$ cat config.mk
export PLATFORM = sky130hd
export DESIGN_NAME = rpw_walker
export DESIGN_NICKNAME = d
export VERILOG_FILES = /design/src/rtl/rpw_pkg.sv /design/src/rtl/rpw_lowmask.sv /design/src/rtl/rpw_addr_gen.sv /design/src/rtl/rpw_walker.sv
export SDC_FILE = /design/constraint.sdc
export NUM_CORES = 1
export LEC_CHECK = 0
export ABC_CLOCK_PERIOD_IN_PS = 9000
export CORE_MARGIN = 5
export CORE_UTILIZATION = 37
export CTS_BUF_LIST = sky130_fd_sc_hd__clkbuf_16
export DETAILED_ROUTE_END_ITERATION = 16
export HOLD_SLACK_MARGIN = 0.03
export SLEW_MARGIN = 0
export SYNTH_ARGS = -nofsm -noshare
export SYNTH_HDL_FRONTEND = slang
export SYNTH_SLANG_ARGS = --single-unit
$ cat constraint.sdc
create_clock -name clk -period 9 [get_ports clk]
set_input_delay 1.8 -clock clk [delete_from_list [all_inputs] [get_ports clk]]
set_output_delay 1.8 -clock clk [all_outputs]
set_load 0.01 [all_outputs]
$ cat src/rtl/rpw_pkg.sv
package rpw_pkg;

   typedef enum logic [2:0] {
      ST_IDLE,
      ST_PT_READ,
      ST_SEG_CHECK,
      ST_LOOKUP,
      ST_FINISH
   } walk_state_t;

   typedef struct packed {
      logic bad_tree;
      logic invalid;
      logic segment;
   } walk_err_t;

   localparam int unsigned SHIFT_W    = 6;
   localparam int unsigned PT_MASK_W  = 24;
   localparam int unsigned IDX_MASK_W = 16;
   localparam int unsigned FIN_MASK_W = 44;
   localparam int unsigned SEG_MASK_W = 31;

endpackage

$ cat src/rtl/rpw_lowmask.sv
module rpw_lowmask #(
   parameter int unsigned WIDTH = 16,
   parameter int unsigned CNT_W = 6
) (
   input  logic [CNT_W-1:0] count,
   output logic [WIDTH-1:0] mask
);
   if (WIDTH < 1 || CNT_W < 1 || CNT_W > 31) begin : g_bad_cfg
      $error("rpw_lowmask: WIDTH and CNT_W out of range");
   end

   for (genvar i = 0; i < WIDTH; i++) begin : g_bit
      assign mask[i] = (32'(count) > 32'(i));
   end
endmodule

$ cat src/rtl/rpw_addr_gen.sv
module rpw_addr_gen
   import rpw_pkg::*;
#(
   parameter int unsigned PID_W = 32
) (
   input  logic [63:0]         ptbr,
   input  logic [63:0]         ea,
   input  logic [PID_W-1:0]    pid,
   input  logic [SHIFT_W-1:0]  shift,
   input  logic [SHIFT_W-1:0]  idx_bits,
   input  logic [55:0]         base,
   input  logic [63:0]         leaf,
   output logic [63:0]         pt_addr,
   output logic [63:0]         dir_addr,
   output logic [63:0]         real_addr,
   output logic                seg_fault
);
   if (PID_W < 8 || PID_W > 32) begin : g_bad_pid
      $error("rpw_addr_gen: PID_W must lie in 8..32");
   end

   logic [PT_MASK_W-1:0]  m_pt;
   logic [IDX_MASK_W-1:0] m_idx;
   logic [FIN_MASK_W-1:0] m_fin;
   logic [SEG_MASK_W-1:0] m_seg;
   logic [31:0]           eff_pid;
   logic [49:0]           ea_sh;

   rpw_lowmask #(.WIDTH(PT_MASK_W),  .CNT_W(SHIFT_W)) u_m_pt  (.count({1'b0, ptbr[4:0]}), .mask(m_pt));
   rpw_lowmask #(.WIDTH(IDX_MASK_W), .CNT_W(SHIFT_W)) u_m_idx (.count(idx_bits),          .mask(m_idx));
   rpw_lowmask #(.WIDTH(FIN_MASK_W), .CNT_W(SHIFT_W)) u_m_fin (.count(shift),             .mask(m_fin));
   rpw_lowmask #(.WIDTH(SEG_MASK_W), .CNT_W(SHIFT_W)) u_m_seg (.count(shift),             .mask(m_seg));

   always_comb begin
      eff_pid   = ea[63] ? 32'd0 : 32'(pid);
      pt_addr   = {8'h00, ptbr[55:36],
                   (ptbr[35:12] & ~m_pt) | (eff_pid[31:8] & m_pt),
                   eff_pid[7:0], 4'h0};
      ea_sh     = ea[61:12] >> shift;
      dir_addr  = {8'h00, base[55:19],
                   (base[18:3] & ~m_idx) | (ea_sh[15:0] & m_idx),
                   3'b000};
      real_addr = {8'h00,
                   (leaf[55:12] & ~m_fin) | (ea[55:12] & m_fin),
                   leaf[11:0]};
      seg_fault = (ea[63] ^ ea[62]) | (|(ea[61:31] & ~m_seg));
   end

   logic unused_bits;
   assign unused_bits = ^{ptbr[63:56], ptbr[11:5], ea[11:0], ea_sh[49:16],
                          base[2:0], leaf[63:56]};
endmodule

$ cat src/rtl/rpw_walker.sv
module rpw_walker
   import rpw_pkg::*;
#(
   parameter int unsigned PID_W     = 32,
   parameter int unsigned MIN_IDX   = 5,
   parameter int unsigned MAX_IDX   = 16,
   parameter int unsigned ROOT_BIAS = 19
) (
   input  logic              clk,
   input  logic              rst_n,
   input  logic              req_valid,
   input  logic [63:0]       req_ea,
   input  logic [PID_W-1:0]  req_pid,
   input  logic [63:0]       proc_tbl_base,
   output logic              req_ready,
   output logic              mem_req_valid,
   output logic [63:0]       mem_req_addr,
   input  logic              mem_rsp_valid,
   input  logic [63:0]       mem_rsp_data,
   output logic              done,
   output logic [63:0]       real_addr,
   output logic [63:0]       leaf_entry,
   output logic              err_bad_tree,
   output logic              err_invalid,
   output logic              err_segment
);
   localparam int unsigned LIM_W = SHIFT_W + 1;

   if (MIN_IDX < 1 || MAX_IDX > IDX_MASK_W || MIN_IDX > MAX_IDX) begin : g_bad_idx
      $error("rpw_walker: index width bounds out of range");
   end
   if (ROOT_BIAS + 31 >= (1 << SHIFT_W)) begin : g_bad_bias
      $error("rpw_walker: ROOT_BIAS overflows the shift budget");
   end

   walk_state_t        state_q;
   walk_err_t          err_q;
   logic [63:0]        ea_q, ptbr_q, real_q, leaf_q, maddr_q;
   logic [PID_W-1:0]   pid_q;
   logic [SHIFT_W-1:0] shift_q, idx_q;
   logic [55:0]        base_q;
   logic               issue_q, mreq_q;

   logic [63:0]        pt_addr, dir_addr, leaf_real;
   logic               seg_fault;

   rpw_addr_gen #(.PID_W(PID_W)) u_addr (
      .ptbr      (ptbr_q),
      .ea        (ea_q),
      .pid       (pid_q),
      .shift     (shift_q),
      .idx_bits  (idx_q),
      .base      (base_q),
      .leaf      (mem_rsp_data),
      .pt_addr   (pt_addr),
      .dir_addr  (dir_addr),
      .real_addr (leaf_real),
      .seg_fault (seg_fault)
   );

   logic [SHIFT_W-1:0] rsp_idx, rsp_shift;
   logic [55:0]        rsp_base;
   logic [LIM_W-1:0]   root_limit, root_diff;
   logic               root_bad, lvl_bad;

   always_comb begin
      rsp_idx    = {1'b0, mem_rsp_data[4:0]};
      rsp_shift  = {1'b0, mem_rsp_data[62:61], mem_rsp_data[7:5]};
      rsp_base   = {mem_rsp_data[55:8], 8'h00};
      root_limit = {1'b0, shift_q} + LIM_W'(ROOT_BIAS);
      root_diff  = root_limit - {1'b0, idx_q};
      root_bad   = (idx_q < SHIFT_W'(MIN_IDX)) || (idx_q > SHIFT_W'(MAX_IDX)) ||
                   ({1'b0, idx_q} > root_limit);
      lvl_bad    = (rsp_idx < SHIFT_W'(MIN_IDX)) || (rsp_idx > SHIFT_W'(MAX_IDX)) ||
                   (rsp_idx > shift_q);
   end

   always_ff @(posedge clk) begin
      if (!rst_n) begin
         state_q <= ST_IDLE;
         err_q   <= '0;
         ea_q    <= '0;
         ptbr_q  <= '0;
         pid_q   <= '0;
         real_q  <= '0;
         leaf_q  <= '0;
         maddr_q <= '0;
         shift_q <= '0;
         idx_q   <= '0;
         base_q  <= '0;
         issue_q <= 1'b0;
         mreq_q  <= 1'b0;
      end else begin
         mreq_q <= 1'b0;
         case (state_q)
            ST_IDLE: begin
               if (req_valid) begin
                  ea_q    <= req_ea;
                  pid_q   <= req_pid;
                  ptbr_q  <= proc_tbl_base;
                  err_q   <= '0;
                  real_q  <= '0;
                  leaf_q  <= '0;
                  issue_q <= 1'b1;
                  state_q <= ST_PT_READ;
               end
            end
            ST_PT_READ: begin
               if (issue_q) begin
                  mreq_q  <= 1'b1;
                  maddr_q <= pt_addr;
                  issue_q <= 1'b0;
               end else if (mem_rsp_valid) begin
                  shift_q <= rsp_shift;
                  idx_q   <= rsp_idx;
                  base_q  <= rsp_base;
                  state_q <= ST_SEG_CHECK;
               end
            end
            ST_SEG_CHECK: begin
               if (seg_fault) begin
                  err_q.segment <= 1'b1;
                  state_q       <= ST_FINISH;
               end else if (root_bad) begin
                  err_q.bad_tree <= 1'b1;
                  state_q        <= ST_FINISH;
               end else begin
                  shift_q <= root_diff[SHIFT_W-1:0];
                  issue_q <= 1'b1;
                  state_q <= ST_LOOKUP;
               end
            end
            ST_LOOKUP: begin
               if (issue_q) begin
                  mreq_q  <= 1'b1;
                  maddr_q <= dir_addr;
                  issue_q <= 1'b0;
               end else if (mem_rsp_valid) begin
                  if (!mem_rsp_data[63]) begin
                     err_q.invalid <= 1'b1;
                     state_q       <= ST_FINISH;
                  end else if (mem_rsp_data[62]) begin
                     real_q  <= leaf_real;
                     leaf_q  <= mem_rsp_data;
                     state_q <= ST_FINISH;
                  end else if (lvl_bad) begin
                     err_q.bad_tree <= 1'b1;
                     state_q        <= ST_FINISH;
                  end else begin
                     shift_q <= shift_q - rsp_idx;
                     idx_q   <= rsp_idx;
                     base_q  <= rsp_base;
                     issue_q <= 1'b1;
                  end
               end
            end
            ST_FINISH: state_q <= ST_IDLE;
            default:   state_q <= ST_IDLE;
         endcase
      end
   end

   assign req_ready     = (state_q == ST_IDLE);
   assign done          = (state_q == ST_FINISH);
   assign mem_req_valid = mreq_q;
   assign mem_req_addr  = maddr_q;
   assign real_addr     = real_q;
   assign leaf_entry    = leaf_q;
   assign err_bad_tree  = err_q.bad_tree;
   assign err_invalid   = err_q.invalid;
   assign err_segment   = err_q.segment;

   logic unused_rsp;
   assign unused_rsp = ^{mem_rsp_data[60:56], root_diff[LIM_W-1]};

   // Read-in-flight tracker used only by the checks below.
   logic pend_q;
   always_ff @(posedge clk) begin
      if (!rst_n)             pend_q <= 1'b0;
      else if (mem_req_valid) pend_q <= 1'b1;
      else if (mem_rsp_valid) pend_q <= 1'b0;
   end

   assert_busy_ignores_R1: assert property (@(posedge clk) disable iff (!rst_n)
      (req_valid && req_ready) |=> !req_ready);
   assert_err_change_R1: assert property (@(posedge clk) disable iff (!rst_n)
      !$stable({err_bad_tree, err_invalid, err_segment}) |-> (done || $past(req_ready)));
   assert_done_pulse_R10: assert property (@(posedge clk) disable iff (!rst_n)
      done |=> !done);
   assert_err_onehot_R10: assert property (@(posedge clk) disable iff (!rst_n)
      $onehot0({err_bad_tree, err_invalid, err_segment}));
   assert_zero_on_err_R10: assert property (@(posedge clk) disable iff (!rst_n)
      (done && (err_bad_tree || err_invalid || err_segment)) |-> (real_addr == 64'd0 && leaf_entry == 64'd0));
   assert_req_pulse_R11: assert property (@(posedge clk) disable iff (!rst_n)
      mem_req_valid |=> !mem_req_valid);
   assert_one_in_flight_R11: assert property (@(posedge clk) disable iff (!rst_n)
      mem_req_valid |-> !pend_q);
endmodule

==> results of run 1 <==
[through the flow]
step                cells  total power (uW)  hold WS [ns]  setup WS [ns]  instance area, um2
finish               3275              4910         0.448           4.17               23800
global route         3275              5150         0.468           3.91               23800
CTS                  3270              4950         0.450           4.17               23700
detailed placement   3193              3310         0.442           3.59               22500
global placement     3193              3300         0.438           3.60               22500
floorplan            2340              2780         0.432           5.15               18600
[cells by family after synthesis]
kind of cell    synth area share, %
simple gates                   20.5
compound gates                 18.8
flops                          38.9
buf+inv                        6.42
mux                            13.5
fa+ha+maj                      1.50
xor+xnor                      0.378
other cells                  0.0202
[layer usage]
layer	vias to the layer above	global-route usage, %	wire [um]
li1	8566	-	-
met1	8763	34.0	30800
met2	674	43.6	35800
met3	92	5.21	5340
met4	4	6.29	1510
met5	-	0	23
[state kept, by name (all words and copies together) (netlist names), 3 cells and up]
name and count:
ea_q 52, pid_q 32, idx_q 5, base_q 48, state_q 3, real_addr 44, mem_req_addr 53, shift_q 6
leaf_entry 63, ptbr_q 49
[power by group]
part           total (uW)  switching, uW  internal [uW]
Combinational        1450            898            550
Sequential           1840            133           1710
Clock                1630            690            935
Total                4910           1720           3190
[worst max-delay path: stages]
cell	delay, ns
clkdlybuf4s50_1	0.58
ha_1	0.20
inv_1	0.05
fa_1	0.42
a211oi_1	0.26
o21ai_0	0.16
o2111ai_1	0.18
a21oi_1	0.20
nand2_4	0.41
buf_4	0.61
mux2i_1	0.26
nor2_1	0.05
[cell usage in the layout (no fill, tap or decap), types with 8 or more instances in the layout]
cell type        instances
o31ai_1                  8
mux2_2                  20
a21oi_1                335
and2_1                  10
a31oi_1                 18
mux2i_1                121
nand2_1                476
nor2_1                 213
buf_4                   27
nor3_1                  35
clkdlybuf4s50_1        379
nand3_1                 81
a311oi_1                25
clkinv_1                 8
nor3b_1                 16
dfxtp_1                356
o211ai_1                14
o21ai_0                 68
clkbuf_16               42
mux4_2                  45
clkinv_2                 9
ha_1                    19
inv_1                   43
a221oi_1                11
conb_1                  19
a211oi_1                24
nand2b_1                14
[final cells by class]
type | instances | area, um2
multi-input combinational | 1717 | 10200
fill | 5002 | 26100
sequential | 360 | 7210
clock inverter | 35 | 244
tap | 672 | 841
timing repair buffer | 407 | 4020
inverter | 37 | 146
clock buffer | 42 | 1050
antenna | 5 | 12.5
[worst max path at each step]
stage	to	slack [ns]	cells after the start
2_1_floorplan	idx_q[4]	5.15	11
6_report	base_q[55]	4.17	12
3_5_place_dp	base_q[27]	3.59	12
5_1_grt	base_q[13]	3.91	12
3_3_place_gp	base_q[55]	3.60	12
4_1_cts	base_q[13]	4.17	12
==> results.yml, run 1 <==
routing:
  drt_wl_total_um: 73500
  ant_nets: 0
  drc_errors: 0
  routedWlPerCell_um: 22.4
  first_pass_iters: 6
  vias_per_cell: 5.53
  dr_total_vias: 18100
  drt_iter0_drc: 1525
sta:
  fin_setup_tns_ns: 0
  tightest_slew_ns: 1.15
  slew_viol_final: 0
  fin_crit_sh_pct: 53.6
  setup_viol: 0
  fmax_ghz: 0.207
  period_needed_ns: 4.83
  hold_viol_final: 0
  grt_setup_unrepaired: "false"
  slew_headroom_pct: 23.6
  clock_skew_ns: 0.0195
global_route:
  overflow: 0
  grt_pass1_vias: 17500
  grt_pass1_wl_um: 109000
  antenna_found_initial: 8
  grt.total_usage_pct: 25.8
  grt_max_degree: 189
power_and_ir_drop:
  p_per_area_nw_per_um2: 207
  p_leak_uw: 0.00878
  ir_drop_uv: 122
clocking:
  clk_pin_slew_ns: 0.06
  cts.sinks: 360
  cts_buffers: 42
  cts_hold_repair.buffers: 0
  insertion_delay_ns: 0.57
  cts-resized-gates: 0
  cts_tree: "yes"
  post-cts-setup-buffer-count: 0
  cts_buffer_depth: 3
  cts_root_buf: "clkbuf_16"
  htreeDepth: 2
floorplan:
  die_x_um: 234
  dieArea_um2: 54600
  rows: 82
  die_h_um: 234
  io_pins: 426
  core_um2: 49900
  start_util_pct: 37.2
synthesis:
  synth_cell_types: 82
  netlist_area_um2: 18500
  syn_inst: 2322
  yosys_warnings: 0
  yosysSeqAreaShare_pct: 38.9
  synth_flop_cell: "dfxtp_1"
  synth.largest_area_cell: "dfxtp_1"
  async_reset_ff_share_pct: 0
  synthTopCellsByCount: "nand2_1 (480), dfxtp_1 (360), a21oi_1 (335)"
  synth-edff-count: 0
  synth.avg_cell_area_um2: 7.98
  synthTopCellsByArea: "dfxtp_1 (39%), nand2_1 (9.7%), a21oi_1 (9.1%)"
  ys_seq_elements: 360
  synth_top_area_share_pct: 38.9
  synth_most_common_cell: "nand2_1"
worst_setup_path:
  crit_path_end_kind: "register"
  cp_max_fo: 32
  critPathArrivalTime_ns: 5.23
  worstSetupStartpoint: "mem_rsp_data[0]"
  crit_type: "in -> reg"
  reg2reg_depth: 11
  ff2ff_setup_slack_ns: 5.22
  start_kind: "input port"
  r2r-end: "shift_q[3]"
  rr_startpoint: "shift_q[0]"
  worstPathRequired_ns: 9.41
hold_path:
  min_path_cells: 2
  worstHoldStart: "leaf_entry[34]"
  worstHoldEndpoint: "leaf_entry[34]"
  min_path_type: "reg -> reg"
cells_and_area:
  drive_above_1_share_pct: 6.97
  fin_nets: 2814
  area_growth_pct: 28.3
  final_core_util_pct: 47.7
placed_design:
  gp_congestion: 0.901
  dp_hpwl_um: 52300
  port-buffer-count: 379
job:
  cap_violations: 0
outcome:
  status: "finished clean"
Power figures use the tool's default switching activity.
==> run 2: changes to the inputs <==
--- a/config.mk
+++ b/config.mk
@@ -5,7 +5,7 @@
 export SDC_FILE = /design/constraint.sdc
 export NUM_CORES = 1
 export LEC_CHECK = 0
-export ABC_CLOCK_PERIOD_IN_PS = 9000
+export ABC_CLOCK_PERIOD_IN_PS = 4940
 export CORE_MARGIN = 5
 export CORE_UTILIZATION = 37
 export CTS_BUF_LIST = sky130_fd_sc_hd__clkbuf_16
==> constraint.sdc (replaced) <==
create_clock -name clk -period 4.94 [get_ports clk]
set_input_delay 0.988 -clock clk [delete_from_list [all_inputs] [get_ports clk]]
set_output_delay 0.988 -clock clk [all_outputs]
set_load 0.01 [all_outputs]
==> run 2 against run 1 <==
Hold slack gained 0.00093 ns. Register-to-register slack lost 3.9 ns. Critical path depth is the same. Power grew 82%. Flip-flop and latch count is the same. Worst setup slack lost 2.9 ns. Core utilization grew 0.16 points. Global-route usage is essentially flat. Sequential power grew 85%. Critical endpoint is now base_q[25].
==> results.yml, run 2 (same netlist as run 1, synthesis figures left out) <==
routing:
  drc_errors: 0
  drt_iter0_drc: 1588
  vias_per_cell: 5.53
  first_pass_iters: 6
  ant_nets: 0
  routedWlPerCell_um: 22.5
  drt_wl_total_um: 73700
  dr_total_vias: 18100
cells_and_area:
  drive_above_1_share_pct: 7.07
  largest_register_ffs: 63
  final_common_cell: "nand2_1"
  area_growth_pct: 28.7
  mostFrequentLayoutCells: "nand2_1 (476), clkdlybuf4s50_1 (379), dfxtp_1 (356)"
  fin_nets: 2820
  design_area_um2: 23800
worst_setup_path:
  crit_path_end_kind: "register"
  critPathArrivalTime_ns: 4.14
  reg2reg_depth: 9
  rr_startpoint: "shift_q[1]"
  cp_max_fo: 32
  worstSetupStartpoint: "mem_rsp_data[0]"
  r2r-end: "shift_q[3]"
  crit_type: "in -> reg"
  start_kind: "input port"
  ff2ff_setup_slack_ns: 1.27
  crit_path_end: "base_q[25]"
  worstPathRequired_ns: 5.37
sta:
  setup_viol: 0
  holdWs_ns: 0.449
  fin_setup_tns_ns: 0
  fin_crit_sh_pct: 75.2
  tightest_slew_ns: 0.990
  clock_skew_ns: 0.0212
  postLayoutSetupSlackWorst_ns: 1.23
  grt_setup_unrepaired: "false"
  period_needed_ns: 3.71
  slew_headroom_pct: 33.9
  fmax_ghz: 0.269
  slew_viol_final: 0
  hold_viol_final: 0
power_and_ir_drop:
  p_leak_uw: 0.00881
  ir_drop_uv: 219
  p_int_uw: 5820
  total_power_uw: 8960
  pwr-share-comb_pct: 29.3
  p_sw_share_pct: 35.0
  seq_power_share_pct: 37.9
  p_per_area_nw_per_um2: 376
  switchingPower_uw: 3140
  p_clk_share_pct: 32.8
placed_design:
  place_ws_ns: 0.646
  dp_hpwl_um: 53500
  gp_congestion: 0.894
  dpl_cell_area_um2: 22500
  port-buffer-count: 379
global_route:
  grt.total_usage_pct: 25.8
  overflow: 0
  grt_pass1_vias: 17400
  antenna_found_initial: 7
  grt_max_degree: 126
  grt_pass1_wl_um: 109000
floorplan:
  core_um2: 49900
  dieArea_um2: 54600
  start_util_pct: 37.2
  die_h_um: 234
  die_x_um: 234
  rows: 82
  io_pins: 426
clocking:
  cts_hold_repair.buffers: 0
  htreeDepth: 2
  cts_buffer_depth: 3
  cts.sinks: 360
  cts_tree: "yes"
  insertion_delay_ns: 0.57
  cts-resized-gates: 0
  cts_buffers: 42
  clk_pin_slew_ns: 0.06
  post-cts-setup-buffer-count: 0
  cts_root_buf: "clkbuf_16"
hold_path:
  min_path_type: "reg -> reg"
outcome:
  status: "finished clean"
job:
  cap_violations: 0
-- run 2: cell count changes in the layout (fill, tap and decap cells not counted) --
cell	delta
clkinv_2	-3
inv_1	-2
buf_4	+2
inv_6	-1
clkinv_1	+3
clkinv_8	-1
bufinv_16	-2
buf_12	+4
inv_4	+1
clkbuf_16	+3
-- run 2: final cells by class --
cell class | count | area, um2
antenna | 5 | 12.5
clock buffer | 45 | 1130
clock inverter | 30 | 154
fill | 4969 | 26000
inverter | 37 | 146
multi-input combinational | 1717 | 10200
sequential | 360 | 7210
tap | 672 | 841
timing repair buffer | 413 | 4110
-- run 2: worst min path at each step --
stage,from,end,slack [ns],cells past startpoint
after CTS,leaf_entry[41],leaf_entry[41],0.45,2
after detailed placement,leaf_entry[41],leaf_entry[41],0.44,2
after global routing,pid_q[18],pid_q[18],0.47,2
after floorplan,pid_q[11],pid_q[11],0.43,2
after global placement,leaf_entry[29],leaf_entry[29],0.44,2
final,leaf_entry[41],leaf_entry[41],0.45,2
-- run 2: through the flow --
| stage | utilization [%] | cells |
|---|---|---|
| 6_report | 47.8 | 3279 |
| 5_1_grt | 47.8 | 3278 |
| 4_1_cts | 47.8 | 3274 |
| 3_5_place_dp | 45.2 | 3199 |
| 3_3_place_gp | 45.2 | 3199 |
| 2_1_floorplan | - | 2340 |
-- run 2: per-layer routing --
metal / track usage (%) / share of wire [%] / vias to the layer above
li1: - / - / 8574
met1: 33.4 / 41 / 8699
met2: 43.1 / 48 / 731
met3: 6.37 / 7.7 / 130
met4: 7.51 / 2.9 / 6
met5: 0 / 0.056 / -
-- run 2: critical path, stage by stage --
cell and delay, ns:
clkdlybuf4s50_1 0.59, ha_1 0.20, inv_1 0.05, fa_1 0.42, a211oi_1 0.25, o21ai_0 0.15, o2111ai_1 0.18, a21oi_1 0.19
nand2_4 0.45, buf_12 0.31, mux2i_1 0.23, nor2_1 0.05
-- run 2: power by group through the flow --
stage / Combinational (uW) / Sequential [uW] / Clock, uW
after floorplan: 1770 / 3300 / 0
after global placement: 2580 / 3450 / 0
after detailed placement: 2600 / 3450 / 0
after CTS: 2610 / 3390 / 3010
after global routing: 2840 / 3420 / 3130
final: 2620 / 3400 / 2940
